===== config.mk =====
export PLATFORM = sky130hd
export DESIGN_NAME = pt_walker
export DESIGN_NICKNAME = d
export VERILOG_FILES = /design/src/rtl/pt_walker_pkg.sv /design/src/rtl/ptw_entry_addr.sv /design/src/rtl/ptw_entry_decode.sv /design/src/rtl/ptw_walk_ctrl.sv /design/src/rtl/pt_walker.sv
export SDC_FILE = /design/constraint.sdc
export NUM_CORES = 1
export LEC_CHECK = 0
export BUFFER_PORTS_ARGS = -buffer_cell sky130_fd_sc_hd__buf_2
export CORE_AREA = 4 4 136 138
export DETAILED_ROUTE_END_ITERATION = 6
export DIE_AREA = 0 0 140 142
export GPL_TIMING_DRIVEN = 0
export PLACE_DENSITY = 0.66
export SYNTH_ARGS = -nofsm -noshare
export SYNTH_HDL_FRONTEND = slang
export SYNTH_SLANG_ARGS = --single-unit

===== constraint.sdc =====
create_clock -name clk -period 6.75 [get_ports clk]
set_input_delay 0.3375 -clock clk [delete_from_list [all_inputs] [get_ports clk]]
set_output_delay 0.3375 -clock clk [all_outputs]
set_load 0.02 [all_outputs]

===== src/rtl/pt_walker_pkg.sv =====
package pt_walker_pkg;
  localparam int OFS_W   = 13;
  localparam int IDX_W   = 10;
  localparam int LEVELS  = 3;
  localparam int PPN_W   = 32;
  localparam int PTE_W   = 64;
  localparam int PTE_SH  = 3;
  localparam int PA_W    = PPN_W + OFS_W;
  localparam int VA_USED = OFS_W + LEVELS * IDX_W;
  localparam int LVL_W   = $clog2(LEVELS);

  typedef enum logic [2:0] {
    W_IDLE, W_L1, W_L2, W_L3, W_DONE
  } walk_st_e;
endpackage


===== src/rtl/ptw_entry_addr.sv =====
module ptw_entry_addr
  import pt_walker_pkg::*;
(
  input  logic [VA_USED-1:0] vaddr,
  input  logic [LVL_W-1:0]   lvl,
  input  logic [PA_W-1:0]    base,
  output logic [PA_W-1:0]    addr
);
  logic [IDX_W-1:0] fld [LEVELS];
  logic [IDX_W-1:0] idx;

  for (genvar g = 0; g < LEVELS; g++) begin : g_fld
    assign fld[g] = vaddr[OFS_W + (LEVELS-1-g)*IDX_W +: IDX_W];
  end

  always_comb begin
    idx = '0;
    for (int k = 0; k < LEVELS; k++)
      if (lvl == LVL_W'(k)) idx = fld[k];
  end

  assign addr = base + (PA_W'(idx) << PTE_SH);
endmodule


===== src/rtl/ptw_entry_decode.sv =====
module ptw_entry_decode
  import pt_walker_pkg::*;
(
  input  logic [PTE_W-1:0] pte,
  output logic             ok,
  output logic [PPN_W-1:0] ppn,
  output logic [PA_W-1:0]  next_base
);
  logic pte_mid_unused;
  assign pte_mid_unused = ^pte[PTE_W-PPN_W-1:1];
  assign ok        = pte[0];
  assign ppn       = pte[PTE_W-1 -: PPN_W];
  assign next_base = {ppn, {OFS_W{1'b0}}};
endmodule


===== src/rtl/ptw_walk_ctrl.sv =====
module ptw_walk_ctrl
  import pt_walker_pkg::*;
(
  input  logic               clk,
  input  logic               rst_n,
  input  logic               req_valid,
  output logic               req_ready,
  input  logic [VA_USED-1:0] req_va,
  input  logic [PA_W-1:0]    root,
  output logic               mem_req_valid,
  input  logic               mem_req_ready,
  input  logic               mem_rsp_valid,
  output logic               mem_rsp_ready,
  input  logic               pte_ok,
  input  logic [PPN_W-1:0]   pte_ppn,
  input  logic [PA_W-1:0]    pte_next,
  output logic [LVL_W-1:0]   lvl,
  output logic [PA_W-1:0]    base_q,
  output logic [VA_USED-1:0] va_q,
  output logic               rsp_valid,
  input  logic               rsp_ready,
  output logic               rsp_fault,
  output logic [PPN_W-1:0]   rsp_ppn,
  output logic [PA_W-1:0]    rsp_paddr
);
  walk_st_e st;
  logic     wait_q;
  logic     busy_lvl;

  assign busy_lvl      = (st == W_L1) || (st == W_L2) || (st == W_L3);
  assign req_ready     = (st == W_IDLE);
  assign rsp_valid     = (st == W_DONE);
  assign mem_req_valid = busy_lvl && !wait_q;
  assign mem_rsp_ready = busy_lvl && wait_q;
  assign rsp_paddr     = rsp_fault ? '0 : {rsp_ppn, va_q[OFS_W-1:0]};

  always_comb begin
    case (st)
      W_L2:    lvl = LVL_W'(1);
      W_L3:    lvl = LVL_W'(2);
      default: lvl = '0;
    endcase
  end

  always_ff @(posedge clk or negedge rst_n) begin
    if (!rst_n) begin
      st        <= W_IDLE;
      wait_q    <= 1'b0;
      base_q    <= '0;
      va_q      <= '0;
      rsp_fault <= 1'b0;
      rsp_ppn   <= '0;
    end else begin
      case (st)
        W_IDLE: if (req_valid) begin
          va_q   <= req_va;
          base_q <= root;
          wait_q <= 1'b0;
          st     <= W_L1;
        end
        W_L1, W_L2, W_L3: begin
          if (!wait_q) begin
            if (mem_req_ready) wait_q <= 1'b1;
          end else if (mem_rsp_valid) begin
            wait_q <= 1'b0;
            if (!pte_ok) begin
              rsp_fault <= 1'b1;
              rsp_ppn   <= '0;
              st        <= W_DONE;
            end else if (st == W_L3) begin
              rsp_fault <= 1'b0;
              rsp_ppn   <= pte_ppn;
              st        <= W_DONE;
            end else begin
              base_q <= pte_next;
              st     <= (st == W_L1) ? W_L2 : W_L3;
            end
          end
        end
        W_DONE: if (rsp_ready) st <= W_IDLE;
        default: st <= W_IDLE;
      endcase
    end
  end

  AST_BUSY_BLOCKS_REQ: assert property (@(posedge clk) disable iff (!rst_n)
    (req_valid && req_ready) |=> !req_ready);
  AST_ONE_READ_OUT: assert property (@(posedge clk) disable iff (!rst_n)
    (mem_req_valid && mem_req_ready) |=> !mem_req_valid);
  AST_BAD_PTE_ENDS: assert property (@(posedge clk) disable iff (!rst_n)
    (mem_rsp_valid && mem_rsp_ready && !pte_ok) |=> (rsp_valid && rsp_fault && !mem_req_valid));
  AST_RSP_HELD: assert property (@(posedge clk) disable iff (!rst_n)
    (rsp_valid && !rsp_ready) |=> (rsp_valid && $stable(rsp_ppn) && $stable(rsp_fault) && $stable(rsp_paddr)));
endmodule


===== src/rtl/pt_walker.sv =====
module pt_walker
  import pt_walker_pkg::*;
#(
  parameter int VA_W = 64
) (
  input  logic              clk,
  input  logic              rst_n,
  input  logic              req_valid,
  output logic              req_ready,
  input  logic [VA_W-1:0]   req_vaddr,
  input  logic [PA_W-1:0]   tbl_root,
  output logic              rsp_valid,
  input  logic              rsp_ready,
  output logic              rsp_fault,
  output logic [PPN_W-1:0]  rsp_ppn,
  output logic [PA_W-1:0]   rsp_paddr,
  output logic              mem_req_valid,
  input  logic              mem_req_ready,
  output logic [PA_W-1:0]   mem_req_addr,
  input  logic              mem_rsp_valid,
  output logic              mem_rsp_ready,
  input  logic [PTE_W-1:0]  mem_rsp_data
);
  logic               va_hi_unused;
  logic               pte_ok;
  logic [PPN_W-1:0]   pte_ppn;
  logic [PA_W-1:0]    pte_next;
  logic [LVL_W-1:0]   lvl;
  logic [PA_W-1:0]    base_q;
  logic [VA_USED-1:0] va_q;

  if (VA_W > VA_USED) begin : g_hi
    assign va_hi_unused = ^req_vaddr[VA_W-1:VA_USED];
  end else begin : g_nohi
    assign va_hi_unused = 1'b0;
  end

  ptw_walk_ctrl u_ctrl (
    .clk, .rst_n,
    .req_valid, .req_ready,
    .req_va        (req_vaddr[VA_USED-1:0]),
    .root          (tbl_root),
    .mem_req_valid, .mem_req_ready,
    .mem_rsp_valid, .mem_rsp_ready,
    .pte_ok, .pte_ppn, .pte_next,
    .lvl, .base_q, .va_q,
    .rsp_valid, .rsp_ready, .rsp_fault, .rsp_ppn, .rsp_paddr
  );

  ptw_entry_addr u_addr (
    .vaddr (va_q),
    .lvl   (lvl),
    .base  (base_q),
    .addr  (mem_req_addr)
  );

  ptw_entry_decode u_dec (
    .pte       (mem_rsp_data),
    .ok        (pte_ok),
    .ppn       (pte_ppn),
    .next_base (pte_next)
  );

  AST_MEMREQ_HELD: assert property (@(posedge clk) disable iff (!rst_n)
    (mem_req_valid && !mem_req_ready) |=> (mem_req_valid && $stable(mem_req_addr)));
  AST_RESET_QUIET: assert property (@(posedge clk)
    !rst_n |-> (req_ready && !mem_req_valid && !rsp_valid && !mem_rsp_ready));
endmodule


==> impl_metrics.toml, run 1 <==
[status]
run_status = "finished, final reports clean"

[cells_and_area]
flow.area_growth_from_synthesis_pct = 31.8
layout-drive-gt1-share_pct = 35.8
n_antenna_cell = 0
regArea_mm2 = 0.00313
nNetsFinal = 1176
filler_cell_count = 1617
footprint_of_the_multi_input_gates_mm2 = 0.00335

[timing]
worst_pin_slew_ns = 0.776
layout_worst_path_cycle_share_pct = 71.1
setup_violations = 0
timing.slew.headroom_pct = 48.3
hold_viol_final = 0
final_period_minus_worst_setup_slack_ns = 4.80
worst_hold_slack_ns = 0.119
post-route-worst-setup-slack_ns = 1.95
finClkSkew_ns = 0.0108
report.final.slew_viol_count = 0
totalNegativeSetupSlack_ns = 0
fmax_mhz = 208
grt_setup_unrepaired = "false"

[worst_setup_path]
setup.worst_path.start_class = "register"
regToRegSetupSlack_ns = 4.42
cp_max_fo = 10
reg2reg_from = "u_ctrl.st[0]"
worst_path_dominant_cell_family = "buffers and inverters"
timing.setup.critical_path_class = "register to primary output"
worst_path_max_delay_cell = "sky130_fd_sc_hd__buf_1"
critical_path.startpoint = "u_ctrl.st[0]"
worst-endpoint-arrival_ns = 4.46
cp_num_buf_inv = 4
path_common_cell = "sky130_fd_sc_hd__buf_2"
worst-path-stages = 13
worst_ep_required_time_ns = 6.41
cp-end-kind = "primary output"
worst-r2r-cell-count = 8
worstPathCellList = "buf_2, buf_1, mux2i_1, o21ai_0, ha_1, a21oi_1, nand4b_1, a211oi_2, nor3_1, buf_2, nor3_1, xor2_1, buf_2"
timing.critical_path.slowest_cell_delay_ns = 0.62

[power_and_ir_drop]
sw_frac_of_total_pct = 46.8
total_leakage_power_nw = 4.41
powerDensity_mw_per_mm2 = 567
combinationalPowerShare_pct = 54.7
cellInternalPower_w = 0.00270
pwr-share-seq_pct = 27.8
power_switching_w = 0.00237
power.ir.vdd_worst_v = 0.000264
part_of_the_total_power_dissipated_in_the_clock_network_pct = 17.5

[floorplan]
floorplan.initialDensity_pct = 39.5
top_level_ports = 306
design.core.area_mm2 = 0.0172
die-area_mm2 = 0.0199
placementRows = 48
die-height_um = 142
dieWidth_um = 140

[global_route]
grt_usage_pct = 21.5
wire_length_of_the_first_global_routing_pass_um = 33300
grt_pass1_vias = 6022
grt_max_degree = 90
globalRouteOverflowTotal = 0
grt_antenna_before_repair = 3

[yosys]
synth.most_common_cell = "sky130_fd_sc_hd__dfrtp_1"
synth.largest_area_cell = "sky130_fd_sc_hd__dfrtp_1"
ys.warnings.count = 0
most_numerous_cell_types_in_the_synthesized_netlist = "sky130_fd_sc_hd__dfrtp_1, sky130_fd_sc_hd__nand2_1, sky130_fd_sc_hd__o21ai_0"
synth.area.top_cells = "sky130_fd_sc_hd__dfrtp_1, sky130_fd_sc_hd__mux2_2, sky130_fd_sc_hd__mux2i_1, sky130_fd_sc_hd__nand2_1, sky130_fd_sc_hd__nor2b_1"
post_synthesis_cell_area_mm2 = 0.00678
ys_seq_area_share_pct = 46.1
ys_types = 44
post_synth_edffs = 0
post_syn_area_per_cell_um2 = 9.52
postSynth.topFlopCell = "sky130_fd_sc_hd__dfrtp_1"
syn_nets = 903
synth-seq-cells = 125
fraction_of_synthesized_cell_area_taken_by_the_top_area_cell_type_pct = 46.1
fraction_of_registers_with_async_set_reset_pct = 100
syn_inst = 712

[cts]
clk_pin_slew_ns = 0.06
insertion_delay_ns = 0.42
numClockSinks = 125
clock_path_buffers = 2
cts_root_buf = "sky130_fd_sc_hd__clkbuf_16"
max_h_tree_level = 4
cts_tree = "done"
number_of_resized_instances_in_the_post_cts_repair_step = 0
cts_inserted_buffers = 17

[detailed_routing]
via_count = 6139
drt_pass1_iterations = 4
routed_wire_length_um = 21500
route.detailed.wl_per_inst_um = 17.6
drt_iter0_markers = 251
via_per_inst = 5.02
number_of_remaining_drc_errors = 0
route.antenna.remaining_nets = 0

[run]
max_cap_violations = 0

[worst_hold_path]
hp-start = "rsp_ready"
hold_path_class = "input pin to register"
worst_hold_path_depth = 2

[place]
place.gp.congestion = 0.870
port_buffers = 252
dpl.hpwl_um = 16700
pre_cts_ws_ns = 2.40
[kinds of logic (layout without fill, tap and decap cells)]
group / Yosys count / after routing / share of synthesized area [%]
AO/OA/AOI/OAI: 118 / 118 / 9.32
XOR/XNOR: 40 / 40 / 5.17
adder cells (fa/ha/maj): 13 / 13 / 2.47
buffers and inverters: 69 / 355 / 4.45
flip-flops: 125 / 125 / 46.1
multiplexers: 85 / 85 / 13.3
AND/OR/NAND/NOR: 262 / 262 / 19.1
[final cells by class]
type | instances | area share [%]
inverters | 19 | 0.798
clock buffers | 21 | 5.15
multi-input cells | 518 | 37.5
flip-flops and latches | 125 | 35.0
repair buffers | 254 | 14.6
well taps | 225 | 3.15
plain buffers | 50 | 2.58
clock inverters | 11 | 1.22
[registers in the layout, indices dropped and copies added (netlist names)]
name	cells
u_ctrl.st	3
u_ctrl.va_q	43
u_ctrl.rsp_ppn	32
u_ctrl.wait_q	1
u_ctrl.rsp_fault	1
u_ctrl.base_q	45
[final timing paths]
check,endpoint
max,mem_req_addr[20]
min,u_ctrl.st[2]
max reg2reg,u_ctrl.base_q[18]
min reg2reg,u_ctrl.va_q[6]
max in group asynchronous,u_ctrl.rsp_ppn[12]
min in group asynchronous,u_ctrl.va_q[35]
[routing by layer]
metal | wire, um | GRT usage, % | up-vias | share of wire [%]
li1 | - | - | 2973 | -
met4 | 479 | 6.83 | 6 | 2.2
met5 | 35 | 0 | - | 0.16
met1 | 9340 | 28.3 | 2906 | 43
met2 | 10000 | 34.9 | 217 | 47
met3 | 1600 | 5.95 | 37 | 7.4
[power groups by stage]
stage / Sequential [W] / Clock, W / Combinational (W)
2_1_floorplan: 0.00146 / 0 / 0.00181
4_1_cts: 0.00141 / 0.000899 / 0.00281
3_5_place_dp: 0.00142 / 0 / 0.00279
3_3_place_gp: 0.00140 / 0 / 0.00276
6_report: 0.00141 / 0.000886 / 0.00277
5_1_grt: 0.00146 / 0.000937 / 0.00304
[worst reg2reg max path, stage by stage (launching register included)]
cell and delay (ns):
sky130_fd_sc_hd__dfrtp_1 0.35, sky130_fd_sc_hd__buf_2 0.18, sky130_fd_sc_hd__nor2_1 0.20, sky130_fd_sc_hd__or2_2 0.14, sky130_fd_sc_hd__clkbuf_1 0.15, sky130_fd_sc_hd__buf_2 0.32
sky130_fd_sc_hd__buf_2 0.38, sky130_fd_sc_hd__mux2i_1 0.35, sky130_fd_sc_hd__a21oi_1 0.11
[metrics by stage]
stage          util [%]  instances  power, W  cell area (um^2)
6_report           52.0       1223   0.00507              8940
2_1_floorplan         -        712   0.00327              6780
5_1_grt            52.0       1223   0.00543              8940
3_5_place_dp       48.7       1190   0.00421              8360
4_1_cts            52.0       1223   0.00511              8940
3_3_place_gp       48.5       1189   0.00417              8320
[timing repair]
item | CTS | global route
hold buffers | 1 | 0
buffers inserted | 0 | 0
endpoints found under the hold margin | 36 | 0
[cell usage in the layout, fill, tap and decap left out, types with 2 or more instances in the layout]
cell type                    count
sky130_fd_sc_hd__a21o_1          2
sky130_fd_sc_hd__a21oi_1        45
sky130_fd_sc_hd__a31oi_1         3
sky130_fd_sc_hd__and2_1          4
sky130_fd_sc_hd__and3_1          6
sky130_fd_sc_hd__and4_1          2
sky130_fd_sc_hd__buf_2         269
sky130_fd_sc_hd__buf_4           3
sky130_fd_sc_hd__buf_6           2
sky130_fd_sc_hd__clkbuf_1       28
sky130_fd_sc_hd__clkbuf_16      17
sky130_fd_sc_hd__clkbuf_8        2
sky130_fd_sc_hd__clkinvlp_4      4
sky130_fd_sc_hd__dfrtp_1       125
sky130_fd_sc_hd__ha_1           11
sky130_fd_sc_hd__inv_1          19
sky130_fd_sc_hd__inv_6           4
sky130_fd_sc_hd__mux2_2         43
sky130_fd_sc_hd__mux2i_1        42
sky130_fd_sc_hd__nand2_1        91
sky130_fd_sc_hd__nand2b_1        3
sky130_fd_sc_hd__nand3_1        24
sky130_fd_sc_hd__nand4_1        13
sky130_fd_sc_hd__nor2_1         51
sky130_fd_sc_hd__nor2b_1        47
sky130_fd_sc_hd__nor3_1         11
sky130_fd_sc_hd__nor4_4          2
sky130_fd_sc_hd__o21ai_0        56
sky130_fd_sc_hd__o21ai_1         6
sky130_fd_sc_hd__or2_2           2
sky130_fd_sc_hd__xnor2_1        22
sky130_fd_sc_hd__xor2_1         18
No activity file was read; power rests on OpenSTA's default activity.
==> run 2: changes to the inputs <==
- clock period: 6.75 -> 4.85 ns (I/O delays scaled with it)
==> impl_metrics.toml, run 2 (synthesized netlist as in run 1, its figures left out) <==
[detailed_routing]
drt_iter0_markers = 239
number_of_remaining_drc_errors = 0
via_count = 6111
route.detailed.wl_per_inst_um = 17.6
via_per_inst = 5.00
routed_wire_length_um = 21500
route.antenna.remaining_nets = 0
drt_pass1_iterations = 4

[worst_setup_path]
worst-r2r-cell-count = 8
worst-path-stages = 14
reg2reg_from = "u_ctrl.st[0]"
r2r-end = "u_ctrl.base_q[18]"
cp_num_buf_inv = 4
timing.setup.critical_path_class = "register to primary output"
cp-end-kind = "primary output"
timing.critical_path.slowest_cell_delay_ns = 0.56
worst-endpoint-arrival_ns = 4.27
cp_capture_point = "mem_req_addr[20]"
worst_path_max_delay_cell = "sky130_fd_sc_hd__nor3_1"
critical_path.startpoint = "u_ctrl.st[2]"
worst_ep_required_time_ns = 4.61
regToRegSetupSlack_ns = 2.38
worstPathCellList = "clkbuf_1, nand2b_1, clkbuf_1, nand2_1, o21ai_0, ha_1, a21o_1, a31oi_1, a211oi_2, nor3_1, buf_2, nor3_1, xor2_1, buf_2"
setup.worst_path.start_class = "register"
cp_max_fo = 10
worst_path_dominant_cell_family = "buffers and inverters"

[global_route]
grt_usage_pct = 21.5
grt_max_degree = 90
wire_length_of_the_first_global_routing_pass_um = 33300
grt_pass1_vias = 6022
grt_antenna_before_repair = 3
globalRouteOverflowTotal = 0

[timing]
fmax_mhz = 222
timing.slew.headroom_pct = 51.2
finClkSkew_ns = 0.0120
final_period_minus_worst_setup_slack_ns = 4.51
totalNegativeSetupSlack_ns = 0
layout_worst_path_cycle_share_pct = 93.0
hold_viol_final = 0
grt_setup_unrepaired = "false"
setup_violations = 0
worst_pin_slew_ns = 0.729
worst_hold_slack_ns = 0.0260
report.final.slew_viol_count = 0

[cells_and_area]
regMostFlops = "u_ctrl.base_q"
layoutNonFillerInstCount = 1222
n_antenna_cell = 0
layout-drive-gt1-share_pct = 35.8
layout.cells.most_common = "sky130_fd_sc_hd__buf_2"
max_ffs_per_register = 45
flow.area_growth_from_synthesis_pct = 31.7
most-common-layout-cells = "sky130_fd_sc_hd__buf_2, sky130_fd_sc_hd__dfrtp_1, sky130_fd_sc_hd__nand2_1"
nNetsFinal = 1175
reg_top3 = "u_ctrl.base_q (45), u_ctrl.va_q (43), u_ctrl.rsp_ppn (32)"

[place]
numPlacedInstances = 1190
port_buffers = 252
place.gp.congestion = 0.870
dpl.hpwl_um = 16700

[floorplan]
die-height_um = 142
dieWidth_um = 140
placementRows = 48
die-area_mm2 = 0.0199
design.core.area_mm2 = 0.0172
floorplan.initialDensity_pct = 39.5
top_level_ports = 306

[status]
run_status = "finished, final reports clean"

[worst_hold_path]
hp-start = "rsp_ready"
worst_hold_path_depth = 2
hold_path_class = "input pin to register"

[power_and_ir_drop]
total_leakage_power_nw = 4.41
powerDensity_mw_per_mm2 = 789
power.ir.vdd_worst_v = 0.000368
p_total_w = 0.00705

[cts]
numClockSinks = 125
cts_tree = "done"
clock_path_buffers = 2
max_h_tree_level = 4
insertion_delay_ns = 0.42
cts_inserted_buffers = 17
clk_pin_slew_ns = 0.06
cts_root_buf = "sky130_fd_sc_hd__clkbuf_16"

[run]
max_cap_violations = 0
[run 2: cell count changes in the layout (fill, tap and decap cells not counted)]
cell | before | now
sky130_fd_sc_hd__buf_1 | 1 | 0
[run 2: where the power goes]
| part | internal [W] | leakage, nW | total [W] | switching (W) |
|---|---|---|---|---|
| logic | 0.00146 | 2.63 | 0.00386 | 0.00240 |
| clock network | 0.000738 | 0.267 | 0.00123 | 0.000492 |
| registers | 0.00155 | 1.51 | 0.00196 | 0.000409 |
[run 2: repair_timing]
action	4_1_cts	5_1_grt
hold buffers	1	0
buffers inserted	0	0
gates resized for setup	0	0
setup endpoints to repair	0	7
hold endpoints to repair	36	0
[run 2: how the worst min path moves through the flow]
stage,slack [ns],end
2_1_floorplan,-0.05,u_ctrl.base_q[0]
3_3_place_gp,0.43,u_ctrl.st[2]
3_5_place_dp,0.17,u_ctrl.va_q[24]
4_1_cts,0.02,u_ctrl.st[2]
5_1_grt,0.01,u_ctrl.st[2]
6_report,0.03,u_ctrl.st[2]
[run 2: metrics by stage]
stage	utilization [%]	instance area (um^2)	setup slack [ns]
6_report	52.0	8930	0.338
5_1_grt	52.0	8930	0.0545
4_1_cts	52.0	8940	0.162
3_5_place_dp	48.7	8360	0.594
3_3_place_gp	48.5	8320	0.696
2_1_floorplan	-	6780	1.57
[run 2: metal layers]
metal | vias up | GRT usage [%] | wire, um
met2 | 227 | 34.9 | 10100
li1 | 2971 | - | -
met1 | 2874 | 28.3 | 9350
met3 | 33 | 5.95 | 1530
met4 | 6 | 6.83 | 452
met5 | - | 0 | 35
[run 2: worst reg2reg max path: stages, from the launching register on]
cell,delay [ns]
sky130_fd_sc_hd__dfrtp_1,0.35
sky130_fd_sc_hd__buf_2,0.27
sky130_fd_sc_hd__nor2_1,0.25
sky130_fd_sc_hd__or2_2,0.14
sky130_fd_sc_hd__clkbuf_1,0.14
sky130_fd_sc_hd__buf_2,0.32
sky130_fd_sc_hd__buf_2,0.38
sky130_fd_sc_hd__mux2i_1,0.36
sky130_fd_sc_hd__a21oi_1,0.11
[run 2: layout make-up]
cell class | instances | area (um^2)
clock buffers | 21 | 460
multi-input cells | 518 | 3350
flip-flops and latches | 125 | 3130
inverters | 19 | 71.3
repair buffers | 254 | 1310
well taps | 225 | 282
clock inverters | 11 | 109
plain buffers | 49 | 226
fillers | 1617 | 8240
==> run 3: changes to the inputs <==
- BUFFER_PORTS_ARGS: -buffer_cell sky130_fd_sc_hd__buf_2 -> default
- DONT_BUFFER_PORTS: default -> 1
- PLACE_DENSITY: 0.66 -> 0.5
==> impl_metrics.toml, run 3 (synthesized netlist as in run 1, its figures left out) <==
[status]
run_status = "finished, final reports clean"

[place]
dpl.hpwl_um = 15700
port_buffers = 0
place.gp.congestion = 0.819

[detailed_routing]
via_per_inst = 5.22
number_of_remaining_drc_errors = 0
drt_iter0_markers = 283
route.detailed.wl_per_inst_um = 19.9
routed_wire_length_um = 21100
drt_pass1_iterations = 5
via_count = 5530
route.antenna.remaining_nets = 0

[power_and_ir_drop]
combinationalPowerShare_pct = 48.8
cellInternalPower_w = 0.00333
pwr-share-seq_pct = 33.1
total_leakage_power_nw = 3.70
sw_frac_of_total_pct = 49.0
part_of_the_total_power_dissipated_in_the_clock_network_pct = 18.1
powerDensity_mw_per_mm2 = 764
power.ir.vdd_worst_v = 0.000344
power_switching_w = 0.00319

[timing]
hold_viol_final = 0
fmax_mhz = 225
worst_hold_slack_ns = 0.0421
worst_pin_slew_ns = 0.823
report.final.slew_viol_count = 0
final_period_minus_worst_setup_slack_ns = 4.45
finClkSkew_ns = 0.00811
layout_worst_path_cycle_share_pct = 91.7
setup_violations = 0
grt_setup_unrepaired = "false"
totalNegativeSetupSlack_ns = 0
timing.slew.headroom_pct = 44.9

[cells_and_area]
reg_top3 = "u_ctrl.base_q (45), u_ctrl.va_q (43), u_ctrl.rsp_ppn (32)"
regMostFlops = "u_ctrl.base_q"
max_ffs_per_register = 45
n_antenna_cell = 0
layout-drive-gt1-share_pct = 12.5
flow.area_growth_from_synthesis_pct = 25.7
most-common-layout-cells = "sky130_fd_sc_hd__dfrtp_1, sky130_fd_sc_hd__nand2_1, sky130_fd_sc_hd__dlygate4sd3_1"
filler_cell_count = 1656
layout.cells.most_common = "sky130_fd_sc_hd__dfrtp_1"
nNetsFinal = 1012

[global_route]
grt_usage_pct = 21.1
grt_max_degree = 126
wire_length_of_the_first_global_routing_pass_um = 32800
grt_pass1_vias = 5795
globalRouteOverflowTotal = 0
grt_antenna_before_repair = 0

[cts]
numClockSinks = 125
max_h_tree_level = 4
cts_inserted_buffers = 17
number_of_resized_instances_in_the_post_cts_repair_step = 0
cts_tree = "done"
cts_root_buf = "sky130_fd_sc_hd__clkbuf_16"
clock_path_buffers = 2
insertion_delay_ns = 0.42
clk_pin_slew_ns = 0.06

[floorplan]
floorplan.initialDensity_pct = 39.5
top_level_ports = 306
placementRows = 48
design.core.area_mm2 = 0.0172
dieWidth_um = 140
die-area_mm2 = 0.0199
die-height_um = 142

[worst_setup_path]
reg2reg_from = "u_ctrl.st[0]"
cp-end-kind = "primary output"
setup.worst_path.start_class = "register"
cp_max_fo = 10
critical_path.startpoint = "u_ctrl.st[2]"
r2r-end = "u_ctrl.va_q[25]"
worst_ep_required_time_ns = 4.61
worst-r2r-cell-count = 6
cp_capture_point = "mem_req_addr[15]"
timing.setup.critical_path_class = "register to primary output"
worst-endpoint-arrival_ns = 4.20
regToRegSetupSlack_ns = 2.22

[worst_hold_path]
hold_path_class = "input pin to register"

[run]
max_cap_violations = 0
run 3: cell types whose count changed in the layout (fill, tap and decap cells not counted):
cell,previous run,this run
sky130_fd_sc_hd__inv_6,4,0
sky130_fd_sc_hd__clkbuf_8,2,0
sky130_fd_sc_hd__buf_6,2,1
sky130_fd_sc_hd__clkbuf_1,28,29
sky130_fd_sc_hd__clkinv_2,1,6
sky130_fd_sc_hd__buf_2,269,18
sky130_fd_sc_hd__dlygate4sd3_1,1,90
run 3: repair_timing:
action,CTS,global route
hold buffers,91,0
buffers inserted,0,0
endpoints found under the hold margin,214,0
endpoints found under the setup margin,0,14
run 3: layout make-up:
type                            instances  area, um^2  share of cell area [%]
Multi-Input combinational cell        518        3350                    39.3
Buffer                                 49         226                    2.66
Clock inverter                         12        98.8                    1.16
Inverter                               19        71.3                   0.837
Sequential cell                       125        3130                    36.7
Tap cell                              225         282                    3.30
Timing Repair Buffer                   91         928                    10.9
Clock buffer                           20         437                    5.12
run 3: worst min path at each step:
stage	startpoint	to	cells after the start
floorplan	rst_n	u_ctrl.base_q[0]	0
global placement	rst_n	u_ctrl.va_q[23]	0
detailed placement	rst_n	u_ctrl.va_q[24]	0
CTS	mem_rsp_data[52]	u_ctrl.base_q[33]	2
global route	mem_rsp_data[53]	u_ctrl.base_q[34]	2
finish	mem_rsp_data[42]	u_ctrl.base_q[23]	2
run 3: worst max-delay path: stages (launching register included):
cell and delay (ns):
sky130_fd_sc_hd__dfrtp_1 0.32, sky130_fd_sc_hd__clkbuf_1 0.32, sky130_fd_sc_hd__nand2b_1 0.19, sky130_fd_sc_hd__clkbuf_1 0.35, sky130_fd_sc_hd__nand2_1 0.12, sky130_fd_sc_hd__o21ai_0 0.12
sky130_fd_sc_hd__ha_1 0.23, sky130_fd_sc_hd__fa_1 0.22, sky130_fd_sc_hd__a21o_1 0.15, sky130_fd_sc_hd__nand4_1 0.13, sky130_fd_sc_hd__a21oi_1 0.38, sky130_fd_sc_hd__or2_2 0.18
sky130_fd_sc_hd__clkbuf_1 0.37, sky130_fd_sc_hd__nand3_1 0.16, sky130_fd_sc_hd__xnor2_1 0.55
run 3: per-layer routing:
layer	track usage, %	part of all wire [%]	up-vias
li1	-	-	2630
met1	26.4	42	2674
met2	35.2	48	203
met3	6.96	8.0	23
met4	6.22	1.8	0
met5	0	0	-
run 3: power groups by stage:
| stage | Combinational [W] | Clock [W] | Sequential [W] |
|---|---|---|---|
| 3_3_place_gp | 0.00307 | 0 | 0.00215 |
| 4_1_cts | 0.00322 | 0.00120 | 0.00216 |
| 3_5_place_dp | 0.00312 | 0 | 0.00218 |
| 6_report | 0.00318 | 0.00118 | 0.00216 |
| 2_1_floorplan | 0.00252 | 0 | 0.00204 |
| 5_1_grt | 0.00348 | 0.00126 | 0.00224 |
run 3: per-stage QoR:
| stage | cells | setup slack, ns | utilization, % | total power (W) | instance area, um^2 |
|---|---|---|---|---|---|
| finish | 1059 | 0.404 | 49.6 | 0.00651 | 8520 |
| global placement | 937 | 0.736 | 41.1 | 0.00522 | 7060 |
| detailed placement | 937 | 0.716 | 41.1 | 0.00530 | 7060 |
| CTS | 1060 | 0.248 | 49.6 | 0.00659 | 8530 |
| global route | 1059 | 0.0808 | 49.6 | 0.00698 | 8520 |
| floorplan | 712 | 1.57 | - | 0.00455 | 6780 |
